===== src/rtl/pme_pkg.sv =====
package pme_pkg;
  localparam int NFLAG = 3;
  localparam int FLG_EN_SET  = 0;
  localparam int FLG_STS_CLR = 1;
  localparam int FLG_DETECT  = 2;
  localparam logic [1:0] A_CMD    = 2'd0;
  localparam logic [1:0] A_FLAGS  = 2'd1;
  localparam logic [1:0] A_IEN    = 2'd2;
  localparam logic [1:0] A_STATUS = 2'd3;
endpackage


===== src/rtl/pme_sync_fall.sv =====
module pme_sync_fall #(
  parameter int STAGES = 2
) (
  input  logic clk,
  input  logic rst_n,
  input  logic en_i,
  input  logic pad_n_i,
  output logic fall_o
);
  logic [STAGES-1:0] sh_q;
  logic              last_q;

  always_ff @(posedge clk or negedge rst_n) begin
    if (!rst_n) begin
      sh_q   <= '1;
      last_q <= 1'b1;
    end else begin
      sh_q   <= {sh_q[STAGES-2:0], pad_n_i};
      last_q <= sh_q[STAGES-1];
    end
  end

  assign fall_o = en_i & last_q & ~sh_q[STAGES-1];


  once_per_fall_chk: assert property (@(posedge clk) disable iff (!rst_n)
    fall_o |=> !fall_o);
endmodule


===== src/rtl/pme_sat_core.sv =====
module pme_sat_core (
  input  logic clk,
  input  logic rst_n,
  input  logic sat_i,
  input  logic cfg_we_i,
  input  logic cfg_en_wd_i,
  input  logic cfg_sts_wd_i,
  input  logic raise_i,
  output logic en_o,
  output logic sts_o,
  output logic en_set_evt_o,
  output logic sts_clr_evt_o
);
  logic en_q, sts_q, host_wr, do_set;

  assign host_wr       = sat_i & cfg_we_i;
  assign en_set_evt_o  = host_wr & cfg_en_wd_i & ~en_q;
  assign sts_clr_evt_o = host_wr & cfg_sts_wd_i & sts_q;
  assign do_set        = sat_i & raise_i & en_q;

  always_ff @(posedge clk or negedge rst_n) begin
    if (!rst_n) begin
      en_q  <= 1'b0;
      sts_q <= 1'b0;
    end else begin
      if (host_wr) en_q <= cfg_en_wd_i;
      if (sts_clr_evt_o)  sts_q <= 1'b0;
      else if (do_set)    sts_q <= 1'b1;
    end
  end

  assign en_o  = en_q;
  assign sts_o = sts_q;


  sts_rise_cause_chk: assert property (@(posedge clk) disable iff (!rst_n)
    $rose(sts_q) |-> $past(raise_i && en_q && sat_i));

  sts_hold_chk: assert property (@(posedge clk) disable iff (!rst_n)
    (sts_q && !(cfg_we_i && cfg_sts_wd_i)) |=> sts_q);

  host_frozen_chk: assert property (@(posedge clk) disable iff (!rst_n)
    !sat_i |=> ($stable(en_q) && $stable(sts_q)));
endmodule


===== src/rtl/pme_flags.sv =====
module pme_flags #(
  parameter int N = 3
) (
  input  logic         clk,
  input  logic         rst_n,
  input  logic [N-1:0] set_i,
  input  logic [N-1:0] clr_i,
  input  logic         ien_we_i,
  input  logic [N-1:0] ien_wd_i,
  output logic [N-1:0] flags_o,
  output logic [N-1:0] ien_o,
  output logic         irq_o
);
  logic [N-1:0] flg_q, ien_q;

  for (genvar k = 0; k < N; k++) begin : g_flag
    always_ff @(posedge clk or negedge rst_n) begin
      if (!rst_n)        flg_q[k] <= 1'b0;
      else if (set_i[k]) flg_q[k] <= 1'b1;
      else if (clr_i[k]) flg_q[k] <= 1'b0;
    end
  end

  always_ff @(posedge clk or negedge rst_n) begin
    if (!rst_n)        ien_q <= '0;
    else if (ien_we_i) ien_q <= ien_wd_i;
  end

  assign flags_o = flg_q;
  assign ien_o   = ien_q;
  assign irq_o   = |(flg_q & ien_q);


  set_sticks_chk: assert property (@(posedge clk) disable iff (!rst_n)
    (|set_i) |=> ((flg_q & $past(set_i)) == $past(set_i)));
endmodule


===== src/rtl/pci_pme_ctrl.sv =====
module pci_pme_ctrl #(
  parameter int DW          = 8,
  parameter int SYNC_STAGES = 2
) (
  input  logic          clk,
  input  logic          rst_n,
  input  logic          host_mode_i,
  input  logic          cfg_we_i,
  input  logic          cfg_en_wd_i,
  input  logic          cfg_sts_wd_i,
  output logic          pmcsr_en_o,
  output logic          pmcsr_sts_o,
  input  logic          loc_we_i,
  input  logic [1:0]    loc_addr_i,
  input  logic [DW-1:0] loc_wdata_i,
  output logic [DW-1:0] loc_rdata_o,
  input  logic          pme_n_i,
  output logic          pme_oe_o,
  output logic          irq_o
);
  import pme_pkg::*;
  localparam int PAD = DW - NFLAG;

  logic en, sts, en_evt, clr_evt, det_evt, raise;
  logic [NFLAG-1:0] set_v, clr_v, flags, ien;

  assign raise = loc_we_i && (loc_addr_i == A_CMD) && loc_wdata_i[0];

  pme_sat_core u_sat (
    .clk(clk), .rst_n(rst_n), .sat_i(!host_mode_i),
    .cfg_we_i(cfg_we_i), .cfg_en_wd_i(cfg_en_wd_i), .cfg_sts_wd_i(cfg_sts_wd_i),
    .raise_i(raise), .en_o(en), .sts_o(sts),
    .en_set_evt_o(en_evt), .sts_clr_evt_o(clr_evt)
  );

  pme_sync_fall #(.STAGES(SYNC_STAGES)) u_sync (
    .clk(clk), .rst_n(rst_n), .en_i(host_mode_i),
    .pad_n_i(pme_n_i), .fall_o(det_evt)
  );

  always_comb begin
    set_v = '0;
    set_v[FLG_EN_SET]  = en_evt;
    set_v[FLG_STS_CLR] = clr_evt;
    set_v[FLG_DETECT]  = det_evt;
  end

  assign clr_v = (loc_we_i && loc_addr_i == A_FLAGS) ? loc_wdata_i[NFLAG-1:0] : '0;

  pme_flags #(.N(NFLAG)) u_flags (
    .clk(clk), .rst_n(rst_n), .set_i(set_v), .clr_i(clr_v),
    .ien_we_i(loc_we_i && loc_addr_i == A_IEN), .ien_wd_i(loc_wdata_i[NFLAG-1:0]),
    .flags_o(flags), .ien_o(ien), .irq_o(irq_o)
  );

  always_comb begin
    case (loc_addr_i)
      A_FLAGS:  loc_rdata_o = {{PAD{1'b0}}, flags};
      A_IEN:    loc_rdata_o = {{PAD{1'b0}}, ien};
      A_STATUS: loc_rdata_o = {{(DW-2){1'b0}}, sts, en};
      default:  loc_rdata_o = '0;
    endcase
  end

  assign pmcsr_en_o  = en;
  assign pmcsr_sts_o = sts;
  assign pme_oe_o    = !host_mode_i && en && sts;


  host_no_drive_chk: assert property (@(posedge clk) disable iff (!rst_n)
    host_mode_i |-> !pme_oe_o);

  clr_flag_chk: assert property (@(posedge clk) disable iff (!rst_n)
    $fell(pmcsr_sts_o) |-> flags[FLG_STS_CLR]);
endmodule


===== config.mk =====
export PLATFORM = sky130hd
export DESIGN_NAME = pci_pme_ctrl
export DESIGN_NICKNAME = d
export VERILOG_FILES = /design/src/rtl/pme_pkg.sv /design/src/rtl/pme_sync_fall.sv /design/src/rtl/pme_sat_core.sv /design/src/rtl/pme_flags.sv /design/src/rtl/pci_pme_ctrl.sv
export SDC_FILE = /design/constraint.sdc
export NUM_CORES = 1
export LEC_CHECK = 0
export ABC_CLOCK_PERIOD_IN_PS = 1600
export BUFFER_PORTS_ARGS = -buffer_cell sky130_fd_sc_hd__buf_2
export CAP_MARGIN = 30
export CORE_AREA = 2 2 39 41
export CTS_BUF_LIST = sky130_fd_sc_hd__clkbuf_4 sky130_fd_sc_hd__clkbuf_8
export DETAILED_ROUTE_END_ITERATION = 10
export DIE_AREA = 0 0 41 43
export PLACE_DENSITY = 0.77
export SLEW_MARGIN = 0
export SYNTH_ARGS = -nofsm -noshare
export SYNTH_HDL_FRONTEND = slang
export SYNTH_HIERARCHICAL = 1
export SYNTH_SLANG_ARGS = --single-unit
export TNS_END_PERCENT = 30

===== constraint.sdc =====
create_clock -name clk -period 1.6 [get_ports clk]
set_clock_uncertainty 0.2 [all_clocks]
set_input_delay 0.32 -clock clk [delete_from_list [all_inputs] [get_ports clk]]
set_output_delay 0.32 -clock clk [all_outputs]
set_load 0.03 [all_outputs]

==> summary.md <==
| Metric | Value |
|---|---|
| HP Class | `primary input to flip-flop` |
| CP bufs+invs | `1` |
| Mapped Area | `572 um2` |
| Initial antenna violation count | `0` |
| Ys Warns | `6` |
| Io pins | `30` |
| Tmin final | `1820 ps` |
| Post-synthesis sequential area ratio | `48.8%` |
| Violated checks | `negative setup slack` |
| Internal power | `628 uW` |
| Compound-cell area share of the yosys netlist | `11.6%` |
| Initial Util | `41.3%` |
| Post-synth EDFFs | `0` |
| Switching Power | `321 uW` |
| Synth Area in Simple Gates | `16.0%` |
| Clock Tree Root | `clkbuf_4` |
| Final net count | `98` |
| Die width | `41 um` |
| Clock latency at the later pin of the worst-skew pair | `270 ps` |
| Clk buf depth | `2` |
| Reg clk slew, reported paths | `70 ps` |
| Commonest non-fill, non-tap cells in the layout | `buf_2, dfrtp_1, inv_1, conb_1, buf_6` |
| Hold Path Cell Cnt | `2` |
| Layout Cells excl Fill | `95` |
| Crit-path slowest cell | `dfrtp_1` |
| Hold endpoint | `u_flags/ien_o[1]$_DFFE_PN0P_` |
| Flop pwr share | `39.7%` |
| Clock Power Share | `22.0%` |
| R2R depth | `3` |
| Worst Hold Slack | `92.3 ps` |
| Post-route design area | `791 um2` |
| Commonest non-fill, non-tap cell in the layout | `buf_2` |
| Vias in the first global route | `511` |
| Max-cap viol count | `0` |
| CP Max Fanout | `3` |
| Total gr overflow | `0` |
| Final Max Tran Viols | `0` |
| PD cells | `1200 nW/um2` |
| Hold_sp | `loc_wdata_i[1]` |
| Total power | `950 uW` |
| Netlist cell types | `23` |
| Synth Area in Adders | `0%` |
| Status | `finished, violations left` |
| CP Cell Sequence | `mux2_4 > a22o_1 > buf_6` |
| Core area | `1380 um2` |
| Via density | `4.89` |
| Cell Count Post-Placement | `88` |
| Routed Antenna Nets | `0` |
| Dpl cell area | `696 um2` |
| R2R Path Start | `u_sat/sts_o$_DFFE_PN0P_` |
| Worst r2r dst | `u_flags/flags_o[1]$_DFFE_PN0P_` |
| Critical Path Start Type | `flip-flop` |
| 1st-iter DRT viols | `8` |
| Die footprint | `1760 um2` |
| Leakage power | `0.419 nW` |
| DR pass1 iterations | `4` |
| Post-synth ARST share | `100%` |
| Vias | `465` |
| Crit path depth | `3` |
| Final Hold Viols | `0` |
| # rows | `14` |
| XOR/XNOR Fraction of Synth Area | `0%` |
| Diodes inserted | `0` |
| Net Sw Frac | `33.8%` |
| CTS tree | `done` |
| Unrepaired setup endpoints after global routing | `yes` |
| WL/cell | `12.2 um` |
| First-pass GRT wire length | `2000 um` |
| Placer congestion estimate | `0.829` |
| Final setup violation count | `4` |
| Tot GR Track Use | `16.8%` |
| Hpwl dp | `849 um` |
| Largest family of logic cells by synthesized area | `simple AND/OR/NAND/NOR gates` |
| Post-Syn Instances | `50` |
| Post-synthesis mux area share | `13.1%` |
| Syn_area_per_cell | `11.4 um2` |
| VDD IR max | `0.610 mV` |
| Arr. time, crit path | `1300 ps` |
| Worst path max stage delay | `400 ps` |
| DRC | `0` |
| Final period util | `114%` |
| Area growth, synth to finish | `38.3%` |
| Share of cells above drive strength 1 | `53.2%` |
| R2R Setup Slk | `360 ps` |
| CP required | `1080 ps` |
| CTS Buf Count | `3` |
| Flop and latch count out of synthesis | `11` |
| Chip height | `43 um` |
| H-tree depth | `1` |
| Clock sink total | `11` |
| Setup Crit Path Kind | `flip-flop to output port` |
| Largest net degree at the start of global routing | `12` |
| Place WS | `-68.0 ps` |
| Crit. End Element | `output port` |
| WL final | `1160 um` |
| Input/output buffers | `19` |
| Highest Clock Rate | `550 MHz` |
| Combinational share of power | `38.3%` |
| Kind of cell adding the most delay to the critical path | `flip-flops` |
| Synth Flop Type | `dfrtp_1` |
| Post-route setup slack | `-218 ps` |
## layer usage
metal	vias up	wire length (um)	global-route usage, %
li1	223	-	-
met1	219	518	21.3
met2	21	561	26.3
met3	2	59	1.57
met4	0	21	10.0
met5	-	0	0
## flip-flops by register name, summed over array words and instances, names as in the netlist
signal / flops
u_sat/en_o: 1
u_flags/flags_o: 3
u_sync/last_q: 1
u_flags/ien_o: 3
u_sync/sh_q: 2
u_sat/sts_o: 1
## stage by stage
step                util, %  TNS (ps)
floorplan                 -     -40.7
global placement       50.3      -111
detailed placement     50.3      -123
CTS                    56.5      -691
global route           57.1      -820
finish                 57.1      -615
## worst register-to-register path: cells and delay by family (launching register included)
family / cells / cell delay, ps
flops: 1 / 390
compound gates: 1 / 160
simple gates: 1 / 240
buf+inv: 1 / 150
## synth_stat cells (all sizes together) (2+ instances only)
library cell	instances	area, um2
nand2	2	10.0
mux2	6	75.1
inv	5	18.8
a22o	3	26.3
and3	4	25.0
dfstp	3	78.8
and2b	2	15.0
a21o	3	23.8
dfrtp	8	200
buf	5	37.5
## timing repair
action                                  4_1_cts  5_1_grt
hold endpoints to repair                     12        0
buffers inserted                              1        0
gates resized for setup                       9        2
hold buffers                                  2        0
pin swaps                                     3        1
endpoints found under the setup margin        4        5
## how the worst max path moves through the flow
stage,to,startpoint,slack [ps]
floorplan,loc_rdata_o[1],u_sat/sts_o$_DFFE_PN0P_,-40
global placement,loc_rdata_o[1],loc_addr_i[0],-60
detailed placement,loc_rdata_o[1],loc_addr_i[0],-70
CTS,loc_rdata_o[1],u_flags/ien_o[1]$_DFFE_PN0P_,-230
global route,loc_rdata_o[1],u_flags/ien_o[1]$_DFFE_PN0P_,-270
finish,loc_rdata_o[1],u_flags/ien_o[1]$_DFFE_PN0P_,-220
## final cells by class
cell class                      instances  area, um2
Multi-Input combinational cell         33        260
Timing Repair Buffer                   26        181
Inverter                                5       18.8
Sequential cell                        11        280
Fill cell                             132        593
Tap cell                               16       20.0
Clock buffer                            4       30.0
## power by group through the flow
stage | clock [mW] | sequential, mW | combinational [mW]
floorplan | 0 | 0.404 | 0.184
global placement | 0 | 0.378 | 0.305
detailed placement | 0 | 0.380 | 0.309
CTS | 0.220 | 0.375 | 0.359
global route | 0.233 | 0.384 | 0.390
finish | 0.209 | 0.377 | 0.364
## cell families (layout without fill, tap and decap cells)
| logic type | count (synthesis) | after routing |
|---|---|---|
| and+or+nand+nor | 14 | 14 |
| muxes | 6 | 6 |
| DFF | 11 | 11 |
| AOI/OAI and AO/OA | 8 | 8 |
| other | 1 | 5 |
| buffers and inverters | 10 | 35 |
Power figures use the tool's default switching activity.
